File: src/rtl/rx_clav_pkg.sv
package rx_clav_pkg;

   // Decoded outcome of one address sample
   typedef struct packed {
      logic hit;      // sampled address equals the port address
      logic poll;     // hit with the enable already asserted
      logic select;   // hit with the enable deasserted
   } rx_match_t;

   localparam int unsigned CELL_BYTES = 53;

   // Comparator variants picked by the CMP_STYLE parameter
   localparam int unsigned CMP_DIRECT  = 0;
   localparam int unsigned CMP_BITWISE = 1;

endpackage

File: src/rtl/rx_port_addr_reg.sv
module rx_port_addr_reg #(
   parameter int unsigned       ADDR_W     = 5,
   parameter logic [ADDR_W-1:0] RESET_ADDR = '0
) (
   input  logic              clk,
   input  logic              rst_n,
   input  logic              wr_en,
   input  logic [ADDR_W-1:0] wr_data,
   output logic [ADDR_W-1:0] port_addr
);

   initial begin
      if (ADDR_W < 1 || ADDR_W > 8)
         $error("rx_port_addr_reg: ADDR_W must be 1..8");
   end

   always_ff @(posedge clk or negedge rst_n) begin
      if (!rst_n)
         port_addr <= RESET_ADDR;
      else if (wr_en)
         port_addr <= wr_data;
   end


   addr_write_load_chk: assert property (@(posedge clk) disable iff (!rst_n)
      ($past(rst_n) && $past(wr_en)) |-> (port_addr == $past(wr_data)));


   addr_hold_chk: assert property (@(posedge clk) disable iff (!rst_n)
      ($past(rst_n) && !$past(wr_en)) |-> $stable(port_addr));

endmodule

File: src/rtl/rx_addr_match.sv
module rx_addr_match
   import rx_clav_pkg::*;
#(
   parameter int unsigned ADDR_W    = 5,
   parameter int unsigned CMP_STYLE = CMP_BITWISE
) (
   input  logic [ADDR_W-1:0] bus_addr,
   input  logic [ADDR_W-1:0] port_addr,
   input  logic              bus_enb_n,
   output rx_match_t         result
);

   logic hit;

   initial begin
      if (CMP_STYLE != CMP_DIRECT && CMP_STYLE != CMP_BITWISE)
         $error("rx_addr_match: unknown CMP_STYLE");
   end

   generate
      if (CMP_STYLE == CMP_BITWISE) begin : g_bitwise
         logic [ADDR_W-1:0] bit_eq;
         for (genvar b = 0; b < ADDR_W; b++) begin : g_bit
            assign bit_eq[b] = ~(bus_addr[b] ^ port_addr[b]);
         end
         assign hit = &bit_eq;
      end else begin : g_direct
         assign hit = (bus_addr == port_addr);
      end
   endgenerate

   always_comb begin
      result.hit    = hit;
      result.poll   = hit & ~bus_enb_n;
      result.select = hit &  bus_enb_n;
   end

endmodule

File: src/rtl/rx_clav_drive.sv
module rx_clav_drive
   import rx_clav_pkg::*;
#(
   parameter int unsigned CNT_W = 8
) (
   input  logic             clk,
   input  logic             rst_n,
   input  rx_match_t        match,
   input  logic [CNT_W-1:0] cell_cnt,
   output logic             clav_out,
   output logic             clav_oe,
   output logic             select_hit
);

   logic cells_waiting;

   initial begin
      if (CNT_W < 1 || CNT_W > 32)
         $error("rx_clav_drive: CNT_W must be 1..32");
   end

   generate
      if (CNT_W == 1) begin : g_single
         assign cells_waiting = cell_cnt[0];
      end else begin : g_reduce
         assign cells_waiting = |cell_cnt;
      end
   endgenerate

   always_ff @(posedge clk or negedge rst_n) begin
      if (!rst_n) begin
         clav_oe    <= 1'b0;
         clav_out   <= 1'b0;
         select_hit <= 1'b0;
      end else begin
         clav_oe    <= match.hit;
         clav_out   <= match.hit & cells_waiting;
         select_hit <= match.select;
      end
   end


   clav_needs_oe_chk: assert property (@(posedge clk) disable iff (!rst_n)
      clav_out |-> clav_oe);


   clav_from_count_chk: assert property (@(posedge clk) disable iff (!rst_n)
      (clav_oe && $past(rst_n)) |-> (clav_out == ($past(cell_cnt) != '0)));


   poll_no_select_chk: assert property (@(posedge clk) disable iff (!rst_n)
      ($past(rst_n) && $past(match.poll)) |-> !select_hit);

endmodule

File: src/rtl/rx_clav_responder.sv
module rx_clav_responder
   import rx_clav_pkg::*;
#(
   parameter int unsigned       ADDR_W     = 5,
   parameter int unsigned       CNT_W      = 8,
   parameter int unsigned       CMP_STYLE  = CMP_BITWISE,
   parameter logic [ADDR_W-1:0] RESET_ADDR = '0
) (
   input  logic              clk,
   input  logic              rst_n,
   input  logic              cfg_we,
   input  logic [ADDR_W-1:0] cfg_wdata,
   input  logic [ADDR_W-1:0] bus_addr,
   input  logic              bus_enb_n,
   input  logic [CNT_W-1:0]  cell_cnt,
   output logic              clav_out,
   output logic              clav_oe,
   output logic              select_hit
);

   logic [ADDR_W-1:0] port_addr;
   rx_match_t         match;

   rx_port_addr_reg #(
      .ADDR_W     (ADDR_W),
      .RESET_ADDR (RESET_ADDR)
   ) u_addr_reg (
      .clk       (clk),
      .rst_n     (rst_n),
      .wr_en     (cfg_we),
      .wr_data   (cfg_wdata),
      .port_addr (port_addr)
   );

   rx_addr_match #(
      .ADDR_W    (ADDR_W),
      .CMP_STYLE (CMP_STYLE)
   ) u_match (
      .bus_addr  (bus_addr),
      .port_addr (port_addr),
      .bus_enb_n (bus_enb_n),
      .result    (match)
   );

   rx_clav_drive #(
      .CNT_W (CNT_W)
   ) u_drive (
      .clk        (clk),
      .rst_n      (rst_n),
      .match      (match),
      .cell_cnt   (cell_cnt),
      .clav_out   (clav_out),
      .clav_oe    (clav_oe),
      .select_hit (select_hit)
   );


   oe_after_match_chk: assert property (@(posedge clk) disable iff (!rst_n)
      ($past(rst_n) && $past(bus_addr == port_addr)) |-> clav_oe);


   oe_idle_on_miss_chk: assert property (@(posedge clk) disable iff (!rst_n)
      ($past(rst_n) && $past(bus_addr != port_addr)) |-> (!clav_oe && !clav_out));


   select_needs_idle_enb_chk: assert property (@(posedge clk) disable iff (!rst_n)
      select_hit |-> ($past(bus_enb_n) && clav_oe));

endmodule

File: config.mk
export PLATFORM = sky130hd
export DESIGN_NAME = rx_clav_responder
export DESIGN_NICKNAME = d
export VERILOG_FILES = /design/src/rtl/rx_clav_pkg.sv /design/src/rtl/rx_port_addr_reg.sv /design/src/rtl/rx_addr_match.sv /design/src/rtl/rx_clav_drive.sv /design/src/rtl/rx_clav_responder.sv
export SDC_FILE = /design/constraint.sdc
export NUM_CORES = 1
export LEC_CHECK = 0
export ABC_AREA = 1
export ABC_CLOCK_PERIOD_IN_PS = 1500
export BUFFER_PORTS_ARGS = -buffer_cell sky130_fd_sc_hd__buf_4
export CAP_MARGIN = 10
export CORE_AREA = 4 4 41 43
export CTS_CLUSTER_SIZE = 25
export DETAILED_ROUTE_END_ITERATION = 16
export DIE_AREA = 0 0 45 47
export GPL_TIMING_DRIVEN = 0
export SLEW_MARGIN = 5
export SYNTH_ARGS = -nofsm -noshare
export SYNTH_HDL_FRONTEND = slang
export SYNTH_SLANG_ARGS = --single-unit
File: constraint.sdc
create_clock -name clk -period 1.5 [get_ports clk]
set_input_delay 0.075 -clock clk [delete_from_list [all_inputs] [get_ports clk]]
set_output_delay 0.075 -clock clk [all_outputs]
set_load 0.01 [all_outputs]
**Word level (Yosys, flattened, before mapping)**

Index checks and enable logic that the tools add are counted.

- Bits in registers: 8
- Input port bits: 22
- Output and inout bits: 3
- Word-level logic and storage cells: 18

- Bitwise operators: 12
- Reduce and logical (&&, ||, !) cells: 2

Operators with widths:

| kind | count |
|---|---|
| OR reduction 8 bit | 1 |
| NOT 1 bit | 5 |
| AND reduction 5 bit | 1 |
| XOR 1 bit | 5 |
| bitwise AND 1 bit | 2 |

**Longest topological paths before layout**

Gate-level depths: netlist (run 1).

- Depth after elaboration: 4
- Gate-level depth with buffers: 6
- Gate-level depth less buffers: 6

**Modules after synthesis**

Synthesis (run 1) repeated with hierarchy kept, for this count alone.

- Cell total of the unflattened synthesis: 61
- Area total of the unflattened synthesis: 416.6 um2

By module, submodules not included:

| module | times used | cells an instance | area each (um2) | seq. area each (um2) |
|---|---|---|---|---|
| rx_port_addr_reg | 1 | 21 | 185.2 | 125.1 |
| rx_addr_match | 1 | 28 | 122.6 | 0.0 |
| rx_clav_drive | 1 | 12 | 108.9 | 75.1 |

**Worst setup path before layout (run 1)**

Ideal clock, no wire load.

- Path type: register to register
- From: reg u_addr_reg.port_addr[0]
- To: reg u_drive.clav_out
- Data arrival time: 0.757 ns
- Data required time: 1.428 ns
- Path slack: 0.672 ns
- Cell stages (with the launch flop): 6
- Period minus slack after synthesis: 0.828 ns
- Cells stage by stage: dfrtp_1 -> nor2_1 -> nor2_1 -> nor2_1 -> nand3_2 -> nor2_1

- Cells in the longest elaborated chain, start to end: 4

RTL lines:

| what | RTL line | source |
|---|---|---|
| from (decl) | rx_port_addr_reg.sv:9 | `output logic [ADDR_W-1:0] port_addr` |
| from (signal assigned) | rx_port_addr_reg.sv:21 | `port_addr <= wr_data;` |
| XOR 1 bit | rx_addr_match.sv:24 | `assign bit_eq[b] = ~(bus_addr[b] ^ port_addr[b]);` |
| NOT 1 bit | rx_addr_match.sv:24 |  |
| AND reduction 5 bit | rx_addr_match.sv:26 | `assign hit = &bit_eq;` |
| bitwise AND 1 bit | rx_clav_drive.sv:37 | `clav_out <= match.hit & cells_waiting;` |
| to (signal assigned) | rx_clav_drive.sv:37 |  |
| to (decl) | rx_clav_drive.sv:10 | `output logic clav_out,` |

No other way between the ends.
A chain may end at the register's enable or synchronous reset.

**Final worst setup path (run 1)**

Ends and elaborated chain as after synthesis.

==> metrics.txt, run 1 <==
root buf cell clkbuf_4; cell taking the most area after synthesis dfrtp_1; most used cell, CP nor2_1; clock network fraction of total power 32.4%; Slew headroom 88.78%; post-synthesis cell count 51; CP Data Arrival Time 1.08 ns; Slew Limit Fails 0; first-pass GRT wire length 1386 um; Fin Setup TNS 0 ns; Pre-Repair DR Iteration Count 3; GRT met2 Usage 14.97%; CTS tree yes; pwr/cell area 814.0 nW/um2; final hold vios 0; CP Launch Point u_addr_reg.port_addr[0]; crit path cell chain nor2_1, nor2_1, nor2_1, nand3_2, nor2_1; Hold WC Path Type in -> reg; worst-skew pair later-pin latency 0.25 ns; Yosys warning total 0; top-count cell post-synth nand2_1; IO Port Bufs 23; syn avg cell area 7.753 um2; # Max-Cap Violations 0; Avg WL per Cell 9.022 um; H-tree levels 1; antenna cells 0; Reg power frac 47.6%; Vias per Instance 3.978; Die Wd 45 um; gr busiest metal met2; Peak VDD IR 340.4 uV; Net Sw Frac 23.88%; io pins 25; number of nets in the layout 102; GP Congestion 0.6850; Setup-failing EPs final 0; measured slew at the worst slew-check pin 0.1671 ns; Post-DRT Antenna Nets 0; RR Startpoint u_addr_reg.port_addr[0]; asr flop ratio synth 100.0%; Post-CTS Setup Bufs 0; worst setup path class reg -> reg; Max Freq 1.112 GHz; Internal 0.3837 mW; initial DRC count 6; syn_nets 73; Seq/Total Area, Yosys 50.63%; RSZ-0062 raised after global routing false; Critical Path Sink Type flip-flop; post-layout min period 0.8991 ns; top cells by area, synth dfrtp_1, nand2_1, nor2_1, inv_1, mux2_2; Synth-to-Final Area Change 56.65%; Synth cell types 10; largest net degree at the start of global routing 9; status finished, final reports clean; DRT Wirelength 839 um; initial antenna violation count 0; Clock Sink Count 8; combinational share of power 20.1%; via count 370; initial core utilization 30.38%; Synth Register Bits 8; EDFF count, synth 0; net switching power 0.1204 mW; grt ovf 0; Synth top cells by count nand2_1, nor2_1, inv_1, dfrtp_1, o21ai_0; Critical Path Fanout Max 3; CTS buffer count 3; Fillers 140; total track usage 9.801%; share of post-route cells with drive strength above 1 39.74%; met3 capacity usage during global routing 3.065%; core area 1301 um2; die area 2115 um2; CTS Buffer Depth 2; synthesized area 395.4 um2; clock slew at reported path FFs 0.06 ns; Post-route DRC 0; Synth top area share 50.63%; Hold Worst Slack 0.02491 ns; DP HPWL 682.4 um; chip height 47 um; Critical Path Max Stage Delay 0.39 ns; hold wc startpoint cfg_wdata[2]; vias in the first global route 385; row count 13; final core occ 47.60%; grt met1 use 10.26%; slowest CP cell dfrtp_1; fraction of the cycle the final worst path needs 59.94%; ys flop type dfrtp_1; Leakage 0.3616 nW; Critical Path RT 1.68 ns; clk_skew 0.007619 ns; Worst setup SP type flip-flop
sequential cells by signal, summed over array words and instances, names as in the netlist:
signal,cells
u_drive.clav_oe,1
u_drive.clav_out,1
u_drive.select_hit,1
u_addr_reg.port_addr,5
stage by stage:
| step | instance area [um2] | instances | total power, mW | setup WS (ns) |
|---|---|---|---|---|
| global placement | 586.8 | 89 | 0.3418 | 0.6201 |
| detailed placement | 586.8 | 89 | 0.3438 | 0.6185 |
| finish | 619.3 | 93 | 0.5041 | 0.6009 |
| global route | 619.3 | 93 | 0.5475 | 0.5040 |
| CTS | 619.3 | 93 | 0.5167 | 0.5918 |
| floorplan | 395.4 | 51 | 0.2875 | 0.6718 |
layout by cell type (no fill, tap or decap):
cell and n:
inv_1 9, nor2_2 1, dfrtp_1 8, clkbuf_4 3, o21ai_0 3, buf_2 1
buf_4 23, nand2_1 15, xnor2_1 1, nor2_1 10, mux2_2 2, dlygate4sd3_1 1
nand3_2 1
power groups by stage:
stage / clock, mW / sequential, mW / combinational [mW]
after floorplan: 0 / 0.243 / 0.0440
after global placement: 0 / 0.243 / 0.0991
after detailed placement: 0 / 0.244 / 0.100
after CTS: 0.174 / 0.240 / 0.103
after global routing: 0.190 / 0.242 / 0.116
final: 0.163 / 0.240 / 0.101
layout make-up:
cell class | count | area, um2 | share of cell area, %
Buffer | 1 | 5.005 | 0.8081
Sequential cell | 8 | 200.2 | 32.32
Multi-Input combinational cell | 33 | 156.4 | 25.25
Tap cell | 15 | 18.77 | 3.030
Clock buffer | 3 | 22.52 | 3.636
Timing Repair Buffer | 24 | 182.7 | 29.49
Inverter | 9 | 33.78 | 5.455
critical path: cells and delay by family, from the launching register on:
family,cells,cell delay (ns)
flip-flops,1,0.39
AND/OR/NAND/NOR,5,0.43
path summary, 6_finish.rpt:
check | slack (ns) | cells past startpoint | endpoint
worst max-delay path | 0.60 | 5 | u_drive.clav_out
worst min-delay path | 0.02 | 3 | u_addr_reg.port_addr[2]
worst max register to register | 0.60 | 5 | u_drive.clav_out
worst min register to register | 0.54 | 1 | u_addr_reg.port_addr[0]
max in group asynchronous | 1.20 | 2 | u_drive.select_hit
min in group asynchronous | 0.16 | 2 | u_addr_reg.port_addr[2]
layer usage:
metal / up-vias / share of wire (%)
li1: 205 / -
met1: 147 / 39
met2: 16 / 49
met3: 2 / 10
met4: 0 / 1.7
met5: - / 0
repair_timing:
| action | CTS | global route |
|---|---|---|
| endpoints found under the hold margin | 8 | 0 |
| setup endpoints to repair | 0 | 0 |
| hold buffers | 1 | 0 |
| resized for setup | 0 | 0 |
cell families (layout without fill, tap and decap cells):
logic type                Yosys count  count (layout)  synth area share, %
and+or+nand+nor                    27              27                27.85
buffers and inverters              10              37                9.808
DFF                                 8               8                50.63
AOI/OAI and AO/OA                   3               3                3.796
muxes                               2               2                5.696
xor gates and xnor gates            1               1                2.216
Note: power is estimated with default switching activity, not from simulation.
==> run 2, diff against run 1 <==
ABC_CLOCK_PERIOD_IN_PS = 900   (was 1500)
clock period = 0.9 ns   (was 1.5 ns; I/O delays follow)
==> run 2 against run 1 <==
Net effect:
- sequential power up 67%
- wire length up 3.6%
- core utilization is 2.5 points higher
- critical path depth did not move
- fmax is 1.4% lower
- highest routed layer unchanged
- die area stayed put
- power increased by 69%
- the run now ends with setup timing left
==> metrics.txt, run 2 (same netlist as run 1, synthesis figures left out) <==
GP Congestion 0.6850 (unchanged); most frequent cells in the layout buf_4, nand2_1, nor2_1; Critical Path Fanout Max 3 (unchanged); RSZ-0062 raised after global routing true; chip height 47 um (unchanged); via count 382 (+3.2%); first-pass GRT wire length 1442 um (+4.0%); Critical Path RT 1.08 ns (-0.60 ns); PnR Total Power 0.8533 mW (+69%); Worst setup SP type flip-flop; Largest Register u_addr_reg.port_addr; failing checks setup timing; final core occ 50.10% (+2.5 points); largest net degree at the start of global routing 9 (unchanged); Clock Sink Count 8 (unchanged); M1 WL 346 um (+6.5%); Avg WL per Cell 9.052 um (+0.34%); DRT Wirelength 869 um (+3.6%); worst-skew pair later-pin latency 0.25 ns (about the same); CTS tree yes; die area 2115 um2 (unchanged); Critical Path Max Stage Delay 0.39 ns (about the same); Hold Worst Slack 0.02262 ns (-0.002292 ns); Setup-failing EPs final 1 (+1); CP Data Arrival Time 1.09 ns (about the same); H-tree levels 1 (unchanged); WL met3 88 um (+1.1%); Vias per Instance 3.979 (about the same); initial DRC count 8 (+2); initial core utilization 30.38% (unchanged); initial antenna violation count 0 (unchanged); vias in the first global route 394 (+2.3%); final hold vios 0 (unchanged); IO Port Bufs 23 (unchanged); Post-DRT Antenna Nets 0 (unchanged); Hold WC Path Type in -> reg; Die Wd 45 um (unchanged); io pins 25 (unchanged); max FFs per register 5 (unchanged); worst setup path class reg -> reg; Leakage 0.3730 nW (+3.2%); pwr/cell area 1309 nW/um2 (+61%); number of nets in the layout 105 (+2.9%); share of post-route cells with drive strength above 1 40.74% (+1.0 points); Fin Setup TNS -0.01197 ns (-0.01197 ns); Synth-to-Final Area Change 64.87%; fraction of the cycle the final worst path needs 101.3% (+41 points); met2 routed WL 419 um (+1.9%); root buf cell clkbuf_4; most used cell, CP nor2_1; status complete, but fails checks; RR Startpoint u_addr_reg.port_addr[0]; total track usage 10.12% (+0.32 points); Peak VDD IR 583.1 uV (+71%); Setup WS post-layout -0.01197 ns (-0.6129 ns); CTS Buffer Depth 2 (unchanged); commonest non-fill, non-tap cell in the layout buf_4; crit path cell chain nor2_1, nor2_1, nor2_1, nand3_2, nor2_1; clk_skew 0.007820 ns (+0.0002001 ns); row count 13 (unchanged); clock slew at reported path FFs 0.06 ns (about the same); Critical Path Sink Type flip-flop; core area 1301 um2 (unchanged); Post-route DRC 0 (unchanged); Slew headroom 88.78% (about the same); measured slew at the worst slew-check pin 0.1671 ns (-0.00004160 ns); Max Freq 1.097 GHz (-1.4%); CP Launch Point u_addr_reg.port_addr[0]; grt ovf 0 (unchanged); CTS buffer count 3 (unchanged); hold wc startpoint cfg_wdata[0]; DP HPWL 682.4 um (unchanged); Pre-Repair DR Iteration Count 4 (+1); # Max-Cap Violations 0 (unchanged); post-layout min period 0.9120 ns (+0.01289 ns); antenna cells 0 (unchanged); slowest CP cell dfrtp_1; Slew Limit Fails 0 (unchanged); Top Layer Used met4
[run 2: power by group]
group / internal (mW) / switching (mW) / leakage [nW] / total, mW
Clock: 0.152 / 0.120 / 0.0138 / 0.272
Sequential: 0.386 / 0.0142 / 0.101 / 0.400
Combinational: 0.110 / 0.0708 / 0.258 / 0.181
Total: 0.648 / 0.205 / 0.373 / 0.853
[run 2: routing by layer]
layer  up-vias  global-route usage [%]
li1        210                       -
met1       154                   11.19
met2        16                   14.97
met3         2                   3.065
met4         0                   10.53
met5         -                       0
[run 2: what timing repair did]
item	CTS	global route
setup endpoints to repair	2	3
endpoints found under the hold margin	11	0
hold buffers	4	0
setup buffers	0	0
gates resized for setup	0	2
[run 2: worst paths after layout]
check	cells after the start	end	slack (ns)
setup / recovery	5	u_drive.clav_out	-0.01
hold reg to reg	1	u_addr_reg.port_addr[0]	0.54
max in group asynchronous	2	u_drive.select_hit	0.63
min in group asynchronous	2	u_addr_reg.port_addr[2]	0.13
setup reg to reg	5	u_drive.clav_out	-0.01
hold / removal	2	u_addr_reg.port_addr[0]	0.02
[run 2: through the flow]
step / setup WS (ns) / instances / area (um2)
after floorplan: 0.07178 / 51 / 395.4
after global placement: 0.02007 / 89 / 586.8
after detailed placement: 0.01846 / 89 / 586.8
after CTS: -0.008156 / 96 / 649.4
after global routing: -0.08080 / 96 / 651.9
final: -0.01197 / 96 / 651.9
[run 2: area by class of cell]
| cell class | instances | area, um2 |
|---|---|---|
| buffer | 1 | 5.005 |
| clock buffer | 3 | 22.52 |
| fill | 136 | 649.4 |
| inverter | 9 | 33.78 |
| multi-input combinational | 33 | 158.9 |
| sequential | 8 | 200.2 |
| tap | 15 | 18.77 |
| timing repair buffer | 27 | 212.7 |
[run 2: critical path, delay by kind of cell, from the launching register on]
kind | cells | cell delay [ns]
simple gates | 5 | 0.45
flops | 1 | 0.39
